--- src/rtl/psc_pkg.sv ---
package psc_pkg;
  typedef enum logic [1:0] {
    PS_EXC  = 2'b00,
    PS_NORM = 2'b01,
    PS_STOP = 2'b10,
    PS_HALT = 2'b11
  } pstate_e;

  typedef struct packed {
    logic exc_req;
    logic fault;
    logic stop;
    logic wake;
    logic hstart;
  } evt_t;
endpackage

--- src/rtl/psc_next.sv ---
module psc_next
  import psc_pkg::*;
(
  input  pstate_e state_i,
  input  evt_t    evt_i,
  output pstate_e nxt_o,
  output logic    enter_exc_o
);
  always_comb begin
    nxt_o = state_i;
    unique case (state_i)
      PS_EXC: begin
        // fault outranks handler start
        if (evt_i.fault)       nxt_o = PS_HALT;
        else if (evt_i.hstart) nxt_o = PS_NORM;
      end
      PS_NORM: begin
        if (evt_i.fault || evt_i.exc_req) nxt_o = PS_EXC;
        else if (evt_i.stop)              nxt_o = PS_STOP;
      end
      PS_STOP: begin
        if (evt_i.wake) nxt_o = PS_EXC;
      end
      default: nxt_o = PS_HALT;
    endcase
    enter_exc_o = (nxt_o == PS_EXC) && (state_i != PS_EXC);
  end
endmodule

--- src/rtl/psc_state_reg.sv ---
module psc_state_reg
  import psc_pkg::*;
(
  input  logic    clk_i,
  input  logic    rst_ni,
  input  pstate_e nxt_i,
  input  logic    enter_exc_i,
  output pstate_e state_o,
  output logic    first_o
);
  always_ff @(posedge clk_i or negedge rst_ni) begin
    if (!rst_ni) begin
      state_o <= PS_EXC;
      first_o <= 1'b1;
    end else begin
      state_o <= nxt_i;
      first_o <= enter_exc_i;
    end
  end
endmodule

--- src/rtl/psc_out.sv ---
module psc_out
  import psc_pkg::*;
(
  input  pstate_e    state_i,
  input  logic       first_i,
  output logic [1:0] state_o,
  output logic       halt_o,
  output logic       stop_o,
  output logic       exc_start_o
);
  always_comb begin
    state_o     = state_i;
    halt_o      = (state_i == PS_HALT);
    stop_o      = (state_i == PS_STOP);
    exc_start_o = first_i && (state_i == PS_EXC);
  end
endmodule

--- src/rtl/proc_state_ctrl.sv ---
module proc_state_ctrl
  import psc_pkg::*;
(
  input  logic       clk_i,
  input  logic       rst_ni,
  input  logic       exc_req_i,
  input  logic       bus_err_i,
  input  logic       addr_err_i,
  input  logic       stop_exec_i,
  input  logic       wake_i,
  input  logic       handler_start_i,
  output logic [1:0] state_o,
  output logic       halt_o,
  output logic       stop_o,
  output logic       exc_start_o
);
  evt_t    evt;
  pstate_e state_q;
  pstate_e nxt;
  logic    enter_exc;
  logic    first_q;

  always_comb begin
    evt.exc_req = exc_req_i;
    evt.fault   = bus_err_i | addr_err_i;
    evt.stop    = stop_exec_i;
    evt.wake    = wake_i;
    evt.hstart  = handler_start_i;
  end

  psc_next u_next (
    .state_i     (state_q),
    .evt_i       (evt),
    .nxt_o       (nxt),
    .enter_exc_o (enter_exc)
  );

  psc_state_reg u_reg (
    .clk_i       (clk_i),
    .rst_ni      (rst_ni),
    .nxt_i       (nxt),
    .enter_exc_i (enter_exc),
    .state_o     (state_q),
    .first_o     (first_q)
  );

  psc_out u_out (
    .state_i     (state_q),
    .first_i     (first_q),
    .state_o     (state_o),
    .halt_o      (halt_o),
    .stop_o      (stop_o),
    .exc_start_o (exc_start_o)
  );
endmodule

--- config.mk ---
export PLATFORM = sky130hd
export DESIGN_NAME = proc_state_ctrl
export DESIGN_NICKNAME = d
export VERILOG_FILES = /design/src/rtl/psc_pkg.sv /design/src/rtl/psc_next.sv /design/src/rtl/psc_state_reg.sv /design/src/rtl/psc_out.sv /design/src/rtl/proc_state_ctrl.sv
export SDC_FILE = /design/constraint.sdc
export NUM_CORES = 1
export LEC_CHECK = 0
export BUFFER_PORTS_ARGS = -buffer_cell sky130_fd_sc_hd__buf_4
export CELL_PAD_IN_SITES_DETAIL_PLACEMENT = 0
export CELL_PAD_IN_SITES_GLOBAL_PLACEMENT = 1
export CORE_AREA = 5 5 42 44
export DETAILED_ROUTE_END_ITERATION = 8
export DIE_AREA = 0 0 47 49
export HOLD_SLACK_MARGIN = 0.15
export PLACE_DENSITY = 0.46
export REMOVE_ABC_BUFFERS = 1
export SYNTH_ARGS = -nofsm -noshare
export SYNTH_HDL_FRONTEND = slang
export SYNTH_SLANG_ARGS = --single-unit
export TNS_END_PERCENT = 5
--- constraint.sdc ---
create_clock -name clk_i -period 1.1 [get_ports clk_i]
set_clock_uncertainty 0.05 [all_clocks]
set_input_delay 0.165 -clock clk_i [delete_from_list [all_inputs] [get_ports clk_i]]
set_output_delay 0.165 -clock clk_i [all_outputs]
set_load 0.01 [all_outputs]
# After elaboration in Yosys (flattened, before gate mapping)
# Index checks and enable logic that the tools add are counted.
# W data, S select, Z words.
[classes] n_eq_ne=3 n_mux=6 n_bitwise=1 n_reduce_logical=6
[ops] cell="$mux W2" n=5
[ops] cell="$pmux W2 S3" n=1
[ops] cell="$eq A2 B2 Y1 const B" n=2
[ops] cell="$logic_not A2 Y1" n=2
[ops] cell="$eq A2 B1 Y1 const B" n=1
[ops] cell="$logic_and A1 B1 Y1" n=2
[ops] cell="$reduce_bool A2 Y1" n=1
[ops] cell="$logic_or A1 B1 Y1" n=1
[ops] cell="$or A1 B1 Y1" n=1
[word_totals] reg_bits=3 output_inout_bits=5 elab_cells=18

# Depth between registers and ports, before layout
# Gate-level depths: netlist (run 1).
[logic_depth] depth_word=6 mapped_depth=3 mapped_depth_nobuf=3

# Modules after synthesis
# A second synthesis (run 1) with hierarchy kept.
[unflattened] hier_cells=20 hier_area_um2=200.2
[modules_own_cells] mod="psc_next" instances=1 seq_area_each_um2=0.0 area_each_um2=78.8 cells_per_inst=11
[modules_own_cells] mod="psc_state_reg" instances=1 seq_area_each_um2=76.3 area_each_um2=76.3 cells_per_inst=3
[modules_own_cells] mod="psc_out" instances=1 seq_area_each_um2=0.0 area_each_um2=38.8 cells_per_inst=5
[modules_own_cells] mod="proc_state_ctrl" instances=1 seq_area_each_um2=0.0 area_each_um2=6.3 cells_per_inst=1

# Worst setup path before layout (run 1)
# No wires, ideal clock.
[synth_timing] path_type="reg-to-output" startpoint="register u_reg.state_o[0]" endpoint="output exc_start_o" path_slack_ns=0.077 arrival_time_ns=0.808 stages_incl_launch_ff=2 path_cell_list="dfrtp_1 -> nor3b_1"
[synth_between] elab_chain_len=2
[synth_lines] element="start, declared" line_no="psc_state_reg.sv:8" source="output pstate_e state_o,"
[synth_lines] element="start signal, assigned" line_no="psc_state_reg.sv:16" source="state_o <= nxt_i;"
[synth_lines] element="$logic_not A2 Y1" line_no="psc_out.sv:15" source="exc_start_o = first_i && (state_i == PS_EXC);"
[synth_lines] element="$logic_and A1 B1 Y1" line_no="psc_out.sv:15"
[synth_lines] element="end, declared" line_no="proc_state_ctrl.sv:15" source="output logic exc_start_o"
# Every way passes these cells.

# Final worst setup path (run 1)
[layout_timing] startpoint="register u_reg.first_o" endpoint="output exc_start_o"
[layout_between] elab_chain_len=1
[layout_lines] element="start, declared" line_no="psc_state_reg.sv:9" source="output logic first_o"
[layout_lines] element="start signal, assigned" line_no="psc_state_reg.sv:17" source="first_o <= enter_exc_i;"
[layout_lines] element="$logic_and A1 B1 Y1" line_no="psc_out.sv:15"
# Every way passes these cells.

==> results of run 1 <==
placed cells by master, fill, tap and decap left out:
| cell | n |
|---|---|
| buf_4 | 11 |
| clkbuf_4 | 3 |
| dlygate4sd3_1 | 3 |
| buf_6 | 3 |
| inv_1 | 2 |
| dfrtp_2 | 2 |
| and2_1 | 1 |
| nor4_1 | 1 |
| nor2b_2 | 1 |
| nor3_4 | 1 |
| nand2b_1 | 1 |
| a21oi_2 | 1 |
| nor3_2 | 1 |
| nor2_1 | 1 |
| o21ai_2 | 1 |
| nand3_1 | 1 |
| o311ai_1 | 1 |
| nand3b_1 | 1 |
| o21ai_0 | 1 |
| nor3b_2 | 1 |
| clkbuf_1 | 1 |
| buf_2 | 1 |
| dfstp_2 | 1 |
area by class of cell:
cell class / instances / share of cell area
inverters: 2 / 0.0189
repair buffers: 18 / 0.381
flip-flops and latches: 3 / 0.198
multi-input cells: 14 / 0.286
clock buffers: 4 / 0.0660
well taps: 16 / 0.0503
power by group through the flow:
| stage | Sequential (mW) | Clock, mW | Combinational (mW) |
|---|---|---|---|
| 2_1_floorplan | 0.260 | 0 | 0.165 |
| 3_3_place_gp | 0.260 | 0 | 0.361 |
| 3_5_place_dp | 0.265 | 0 | 0.359 |
| 4_1_cts | 0.282 | 0.203 | 0.394 |
| 5_1_grt | 0.273 | 0.215 | 0.585 |
| 6_report | 0.257 | 0.190 | 0.537 |
registers in the layout (all words and copies together) (netlist names):
name and flops:
u_reg.state_o 2, u_reg.first_o 1
worst max-delay path, delay by kind of cell (launching register included):
kind | cells | cell delay (ns)
flip-flops | 1 | 0.50
AND/OR/NAND/NOR | 1 | 0.14
buffers and inverters | 1 | 0.14
how the worst max path moves through the flow:
stage	slack [ns]	end	startpoint	cells past startpoint
CTS	-0.14	exc_start_o	u_reg.first_o	2
detailed placement	0.04	u_reg.state_o[0]	u_reg.state_o[0]	2
floorplan	0.08	exc_start_o	u_reg.state_o[0]	1
global route	-0.16	exc_start_o	u_reg.first_o	2
global placement	0.06	u_reg.state_o[0]	u_reg.state_o[0]	2
finish	-0.12	exc_start_o	u_reg.first_o	2
per-layer routing:
layer	wire (um)	share of wire
met1	238	0.42
met2	244	0.43
met5	0	0
met4	0	0
met3	85	0.15
logic make-up after synthesis:
logic type | count (synthesis)
flops | 3
simple gates | 10
compound gates | 4
buf+inv | 2
metrics by stage:
step	cells	setup WS [ns]
finish	57	-0.120
global route	57	-0.164
CTS	54	-0.142
detailed placement	47	0.0391
global placement	47	0.0587
floorplan	19	0.0771
repair_timing:
item	4_1_cts	5_1_grt
pin swaps	1	0
gates resized for setup	5	6
hold endpoints to repair	5	0
endpoints found under the setup margin	4	6
buffers inserted	0	3
hold buffers	3	0
==> results.py, run 1 <==
metrics = {
    "status": {
        "status": "finished with violations",
        "violations": "negative setup slack",
    },
    "global_routing": {
        "met3_usage": 0.0332,
        "gr-total-overflow": 0,
        "busiest_layer": "met4",
        "grt.total_usage": 0.0550,
        "use_met2": 0.0679,
        "grt_pass1_vias": 213,
        "grt_max_degree": 11,
        "antenna_found_initial": 0,
        "met1_usage": 0.0530,
        "grt_pass1_wl_um": 828,
    },
    "clock_network": {
        "clk_pin_slew_ns": 0.04,
        "clockRootBuffer": "clkbuf_4",
        "numCtsBuffers": 3,
        "cts_sinks": 3,
        "htree_levels": 1,
        "clk_latency_ns": 0.23,
        "cts_tree": "yes",
        "cts.path.max_buffers": 2,
    },
    "worst_hold_path": {
        "worstHoldEndpoint": "u_reg.first_o",
        "hp-class": "primary input to flip-flop",
        "hold_path_startpoint": "exc_req_i",
        "hold_path_depth": 3,
    },
    "worst_setup_path": {
        "end_kind": "output port",
        "r2r_cells": 4,
        "crit_required_ns": 0.88,
        "worstPathArrival_ns": 1.01,
        "critPathLaunchType": "flip-flop",
        "r2r-start": "u_reg.state_o[1]",
        "crit_chain": "nor3b_2 -> buf_4",
        "r2r_end": "u_reg.state_o[0]",
        "r2r_slack_ns": 0.02,
        "critPathKind": "flip-flop to output port",
        "crit_slowest_cell": "dfstp_2",
        "max_stage_delay_ns": 0.50,
        "critPathMaxFanout": 1,
    },
    "yosys": {
        "synth_edf_count": 0,
        "synth_compound_area_frac": 0.130,
        "ys_ff_latch": 3,
        "yosys_warnings": 0,
        "synth_top_cell_area_share": 0.274,
        "ys_top_cells_by_area": "dfrtp_1, dfstp_2, nor3_4",
        "synth_commonest_cells": "dfrtp_1, inv_1, o21ai_0",
        "synthDistinctLibCells": 16,
        "synth_flop_cell": "dfrtp_1",
        "synth_top_family_by_area": "simple AND/OR/NAND/NOR gates",
        "synthXorXnorAreaFrac": 0,
        "netlist_area_sq_um": 183,
        "syn_inst": 19,
        "synthAdderAreaFrac": 0,
        "yosys.area_share.simple": 0.411,
        "avgSynthCellArea_sq_um": 9.61,
        "seq_area_frac_synth": 0.418,
        "synthMuxAreaShare": 0,
        "yosysTopAreaCell": "dfrtp_1",
        "async_reset_ff_frac": 1.00,
    },
    "final_layout": {
        "n_antenna_cell": 0,
        "finish.utilization": 0.284,
        "fin_area_sq_um": 398,
        "nNetsFinal": 50,
        "multi_input_area_sq_um": 114,
        "seqCellArea_sq_um": 78.8,
        "drive_gt1_frac": 0.659,
        "syn_to_final_growth_pct": 118,
        "fillers": 164,
    },
    "sta": {
        "post-route-period-util": 1.11,
        "timing.slew.headroom": 0.796,
        "rsz0062_at_grt": "true",
        "finalHoldViolCount": 0,
        "setup_viol": 4,
        "finalCriticalPeriod_ns": 1.22,
        "clock.fmax_ghz": 0.819,
        "fin_hold_ws_ns": 0.192,
        "worstMarginPinSlew_ns": 0.304,
        "layout_setup_ws_ns": -0.120,
        "tns_ns": -0.303,
        "finalMaxSlewViolations": 0,
    },
    "power": {
        "pwr-share-seq": 0.261,
        "cellPowerDensity_nw_per_um2": 2470,
        "p_int_mw": 0.643,
        "p_clk_frac": 0.193,
        "p_switching_mw": 0.341,
        "switching_share": 0.346,
        "p_total_mw": 0.984,
        "peakVddDrop_mv": 0.770,
        "power_leakage_nw": 0.175,
        "comb_power_share": 0.546,
    },
    "die": {
        "dieWidth_um": 47,
        "boundaryPins": 13,
        "die-area_sq_um": 2300,
        "initial_core_util": 0.130,
        "die_h_um": 49,
        "num_rows": 14,
        "core_area_sq_um": 1400,
    },
    "place": {
        "placed_area_sq_um": 293,
        "port_buffers": 12,
        "gp_congestion": 0.650,
        "hpwlAfterDp_um": 424,
    },
    "route": {
        "viasPerCell": 3.81,
        "postRouteAntennaNets": 0,
        "post_drt_wl_per_cell_um": 9.98,
        "drc": 0,
        "vias": 217,
        "wl_um": 569,
        "drt_iter0_markers": 0,
        "first_pass_iters": 1,
    },
    "flow_run": {
        "cap_violations": 0,
    },
}
Power figures use the tool's default switching activity.
==> run 2, diff against run 1 <==
--- a/config.mk
+++ b/config.mk
@@ -8,9 +8,9 @@
 export BUFFER_PORTS_ARGS = -buffer_cell sky130_fd_sc_hd__buf_4
 export CELL_PAD_IN_SITES_DETAIL_PLACEMENT = 0
 export CELL_PAD_IN_SITES_GLOBAL_PLACEMENT = 1
-export CORE_AREA = 5 5 42 44
+export CORE_AREA = 2 2 39 41
 export DETAILED_ROUTE_END_ITERATION = 8
-export DIE_AREA = 0 0 47 49
+export DIE_AREA = 0 0 41 43
 export HOLD_SLACK_MARGIN = 0.15
 export PLACE_DENSITY = 0.46
 export REMOVE_ABC_BUFFERS = 1
==> results.py, run 2 (synthesized netlist as in run 1, its figures left out) <==
metrics = {
    "clock_network": {
        "clk_pin_slew_ns": 0.04,
        "numCtsBuffers": 3,
        "cts_sinks": 3,
        "cts.path.max_buffers": 2,
        "cts_tree": "yes",
        "htree_levels": 1,
        "clockRootBuffer": "clkbuf_4",
        "clk_latency_ns": 0.23,
    },
    "sta": {
        "setup_viol": 3,
        "finalMaxSlewViolations": 0,
        "finalCriticalPeriod_ns": 1.23,
        "worstMarginPinSlew_ns": 0.293,
        "clock.fmax_ghz": 0.813,
        "rsz0062_at_grt": "true",
        "tns_ns": -0.326,
        "post-route-period-util": 1.12,
        "finalHoldViolCount": 0,
        "timing.slew.headroom": 0.803,
        "layout_setup_ws_ns": -0.130,
        "fin_hold_ws_ns": 0.179,
    },
    "worst_setup_path": {
        "critPathMaxFanout": 1,
        "critPathLaunchType": "flip-flop",
        "r2r-start": "u_reg.state_o[0]",
        "r2r_cells": 2,
        "end_kind": "output port",
        "worstPathArrival_ns": 1.01,
        "critPathKind": "flip-flop to output port",
        "crit_required_ns": 0.88,
        "crit_end": "exc_start_o",
        "r2r_end": "u_reg.state_o[0]",
        "crit_start": "u_reg.first_o",
        "r2r_slack_ns": 0.08,
    },
    "route": {
        "viasPerCell": 4.19,
        "postRouteAntennaNets": 0,
        "first_pass_iters": 2,
        "post_drt_wl_per_cell_um": 9.51,
        "vias": 222,
        "drc": 0,
        "wl_um": 504,
        "drt_iter0_markers": 3,
    },
    "global_routing": {
        "grt.total_usage": 0.0766,
        "grt_max_degree": 11,
        "antenna_found_initial": 0,
        "grt_pass1_wl_um": 828,
        "grt_pass1_vias": 213,
        "gr-total-overflow": 0,
    },
    "place": {
        "port_buffers": 12,
        "pre_cts_ws_ns": 0.0352,
        "dp.cells": 47,
        "hpwlAfterDp_um": 402,
        "gp_congestion": 0.634,
    },
    "status": {
        "violations": "negative setup slack",
        "status": "finished with violations",
    },
    "worst_hold_path": {
        "hp-class": "primary input to flip-flop",
        "hold_path_depth": 3,
    },
    "power": {
        "cellPowerDensity_nw_per_um2": 2460,
        "peakVddDrop_mv": 0.520,
        "power_leakage_nw": 0.156,
    },
    "die": {
        "num_rows": 14,
        "boundaryPins": 13,
        "initial_core_util": 0.132,
        "die_h_um": 43,
        "core_area_sq_um": 1380,
        "dieWidth_um": 41,
        "die-area_sq_um": 1760,
    },
    "final_layout": {
        "syn_to_final_growth_pct": 94.5,
        "n_antenna_cell": 0,
        "reg_top3": "u_reg.state_o: 2 flops, u_reg.first_o: 1 flops",
        "final_common_cell": "buf_4",
        "layout_common_cells": "buf_4, clkbuf_4",
        "final_cells": 53,
        "nNetsFinal": 46,
        "largest_reg_flops": 2,
        "drive_gt1_frac": 0.622,
        "max_flop_register": "u_reg.state_o",
    },
    "flow_run": {
        "cap_violations": 0,
    },
}
run 2: cell count changes in the layout (fill, tap and decap cells not counted):
cell and delta:
dlygate4sd3_1 -1, a21oi_2 -1, and2_4 +1, buf_2 -1, o21ai_2 -1, and2_1 -1, o21ai_0 +1, a21oi_1 +1
buf_6 -2
run 2: worst min-delay path by stage:
| stage | slack, ns | startpoint | to |
|---|---|---|---|
| global route | 0.19 | wake_i | u_reg.first_o |
| floorplan | -0.18 | rst_ni | u_reg.state_o[0] |
| detailed placement | -0.09 | rst_ni | u_reg.state_o[0] |
| CTS | 0.17 | wake_i | u_reg.first_o |
| finish | 0.18 | wake_i | u_reg.first_o |
| global placement | -0.09 | rst_ni | u_reg.state_o[0] |
run 2: worst max-delay path, cell delays in order (launching register included):
cell	delay, ns
dfstp_2	0.50
nor3b_2	0.14
buf_4	0.14
run 2: routing by layer:
layer,vias to the layer above,share of wire,routed length (um),GRT usage
li1,105,-,-,-
met3,0,0.14,72,0.0314
met5,-,0,0,0
met1,102,0.37,184,0.0847
met2,15,0.49,247,0.100
met4,0,0,0,0.0800
run 2: final cells by class:
class / instances / area (sq um)
Fill cell: 151 / 1030
Timing Repair Buffer: 14 / 114
Multi-Input combinational cell: 14 / 109
Sequential cell: 3 / 78.8
Clock buffer: 4 / 26.3
Tap cell: 16 / 20.0
Inverter: 2 / 7.51
run 2: metrics by stage:
stage / util / area, sq um / power [mW]
after floorplan: - / 183 / 0.425
after global placement: 0.212 / 293 / 0.629
after detailed placement: 0.212 / 293 / 0.625
after CTS: 0.255 / 353 / 0.876
after global routing: 0.257 / 355 / 0.949
final: 0.257 / 355 / 0.875
run 2: report_power, final:
| part | total (mW) | switching [mW] | internal (mW) |
|---|---|---|---|
| Clock | 0.192 | 0.0560 | 0.136 |
| Sequential | 0.279 | 0.0921 | 0.186 |
| Combinational | 0.404 | 0.160 | 0.244 |
| Total | 0.875 | 0.308 | 0.567 |
run 2: what timing repair did:
item                                    in CTS  in global routing
endpoints found under the setup margin       4                  4
setup buffers                                0                  0
pin swaps                                    1                  0
hold buffers                                 2                  0
hold endpoints to repair                     4                  0
resized for setup                            5                  1
==> run 3, diff against run 2 <==
--- a/config.mk
+++ b/config.mk
@@ -6,13 +6,11 @@
 export NUM_CORES = 1
 export LEC_CHECK = 0
 export BUFFER_PORTS_ARGS = -buffer_cell sky130_fd_sc_hd__buf_4
-export CELL_PAD_IN_SITES_DETAIL_PLACEMENT = 0
-export CELL_PAD_IN_SITES_GLOBAL_PLACEMENT = 1
 export CORE_AREA = 2 2 39 41
 export DETAILED_ROUTE_END_ITERATION = 8
 export DIE_AREA = 0 0 41 43
 export HOLD_SLACK_MARGIN = 0.15
-export PLACE_DENSITY = 0.46
+export PLACE_DENSITY = 0.36
 export REMOVE_ABC_BUFFERS = 1
 export SYNTH_ARGS = -nofsm -noshare
 export SYNTH_HDL_FRONTEND = slang
==> constraint.sdc (replaced) <==
create_clock -name clk_i -period 1.48 [get_ports clk_i]
set_clock_uncertainty 0.05 [all_clocks]
set_input_delay 0.222 -clock clk_i [delete_from_list [all_inputs] [get_ports clk_i]]
set_output_delay 0.222 -clock clk_i [all_outputs]
set_load 0.01 [all_outputs]
==> results.py, run 3 (synthesized netlist as in run 1, its figures left out) <==
metrics = {
    "worst_setup_path": {
        "crit_slowest_cell": "dfstp_2",
        "crit_required_ns": 1.21,
        "worstPathArrival_ns": 1.07,
        "crit_chain": "nor3b_1 -> buf_4",
        "max_stage_delay_ns": 0.50,
        "r2r-start": "u_reg.state_o[1]",
        "critPathKind": "flip-flop to output port",
        "path_buf_inv": 1,
        "path_delay_family": "flip-flops",
        "critPathLaunchType": "flip-flop",
        "critPathMaxFanout": 1,
        "end_kind": "output port",
        "crit_start": "u_reg.first_o",
    },
    "clock_network": {
        "clk_pin_slew_ns": 0.03,
        "numCtsBuffers": 3,
        "clockRootBuffer": "clkbuf_4",
        "cts_setup_buffers": 0,
        "cts.path.max_buffers": 2,
        "cts.repair.resized": 0,
        "clk_latency_ns": 0.23,
        "cts_sinks": 3,
        "cts.hold.buffers_added": 1,
        "htree_levels": 1,
        "cts_tree": "yes",
    },
    "sta": {
        "worstMarginPinSlew_ns": 0.293,
        "post-route-period-util": 0.907,
        "finalCriticalPeriod_ns": 1.34,
        "rsz0062_at_grt": "false",
        "tns_ns": 0,
        "finalMaxSlewViolations": 0,
        "setup_viol": 0,
        "finalHoldViolCount": 0,
        "timing.slew.headroom": 0.803,
        "clock.fmax_ghz": 0.745,
    },
    "global_routing": {
        "grt_pass1_wl_um": 607,
        "grt.total_usage": 0.0605,
        "grt_pass1_vias": 154,
        "grt_max_degree": 11,
        "gr-total-overflow": 0,
        "antenna_found_initial": 0,
    },
    "die": {
        "boundaryPins": 13,
        "num_rows": 14,
        "dieWidth_um": 41,
        "initial_core_util": 0.132,
        "die-area_sq_um": 1760,
        "core_area_sq_um": 1380,
        "die_h_um": 43,
    },
    "final_layout": {
        "layout_common_cells": "buf_4, clkbuf_4, inv_1, o21ai_0, dfrtp_1",
        "largest_reg_flops": 2,
        "syn_to_final_growth_pct": 80.1,
        "reg_top3": "u_reg.state_o: 2 flops, u_reg.first_o: 1 flops",
        "drive_gt1_frac": 0.500,
        "fillers": 151,
        "n_antenna_cell": 0,
        "seqCellArea_sq_um": 76.3,
        "max_flop_register": "u_reg.state_o",
        "final_common_cell": "buf_4",
        "multi_input_area_sq_um": 98.8,
        "nNetsFinal": 45,
    },
    "route": {
        "wl_um": 456,
        "first_pass_iters": 4,
        "drt_iter0_markers": 6,
        "vias": 209,
        "postRouteAntennaNets": 0,
        "post_drt_wl_per_cell_um": 8.77,
        "viasPerCell": 4.02,
        "drc": 0,
    },
    "status": {
        "status": "finished, final reports clean",
    },
    "power": {
        "p_total_mw": 0.595,
        "cellPowerDensity_nw_per_um2": 1810,
        "peakVddDrop_mv": 0.458,
        "power_leakage_nw": 0.149,
    },
    "worst_hold_path": {
        "hp-class": "primary input to flip-flop",
        "hold_path_startpoint": "wake_i",
    },
    "flow_run": {
        "cap_violations": 0,
    },
    "place": {
        "port_buffers": 12,
        "gp_congestion": 0.617,
    },
}
## run 3: cell count changes in the layout (fill, tap and decap cells not counted), sizes merged
cell,before,now
dlygate4sd3,2,1
## run 3: cell type report
type / count / area share
inverter: 2 / 0.0228
timing repair buffer: 13 / 0.304
clock buffer: 4 / 0.0798
sequential: 3 / 0.232
multi-input combinational: 14 / 0.300
tap: 16 / 0.0608
## run 3: worst register-to-register path, cell delays in order (launching register included)
cell and delay [ns]:
dfrtp_1 0.44, nand2b_1 0.19, a21oi_1 0.18, nor3_2 0.05
## run 3: where the power goes
group / internal, mW / switching, mW / total (mW)
clock: 0.101 / 0.0362 / 0.137
sequential: 0.132 / 0.0594 / 0.192
combinational: 0.152 / 0.114 / 0.266
## run 3: routing by layer
layer / global-route usage / vias to the layer above / wire (um)
li1: - / 103 / -
met3: 0.0314 / 0 / 79
met4: 0.0800 / 0 / 0
met2: 0.0594 / 15 / 193
met5: 0 / - / 0
met1: 0.0752 / 91 / 182
## run 3: final timing paths
check	endpoint	slack (ns)	cells after the start
max in group asynchronous	u_reg.first_o	0.92	2
max reg2reg	u_reg.state_o[0]	0.45	3
max	exc_start_o	0.14	2
min reg2reg	u_reg.state_o[1]	0.59	1
min in group asynchronous	u_reg.state_o[1]	0.27	2
min	u_reg.first_o	0.21	3
## run 3: metrics by stage
step | area [sq um] | hold slack (ns) | util | std cells | setup WS (ns)
final | 329 | 0.207 | 0.238 | 52 | 0.137
after global routing | 329 | 0.223 | 0.238 | 52 | 0.0404
after CTS | 329 | 0.203 | 0.238 | 52 | 0.113
after detailed placement | 293 | -0.0364 | 0.212 | 47 | 0.368
after global placement | 293 | -0.0362 | 0.212 | 47 | 0.383
after floorplan | 183 | -0.124 | - | 19 | 0.400
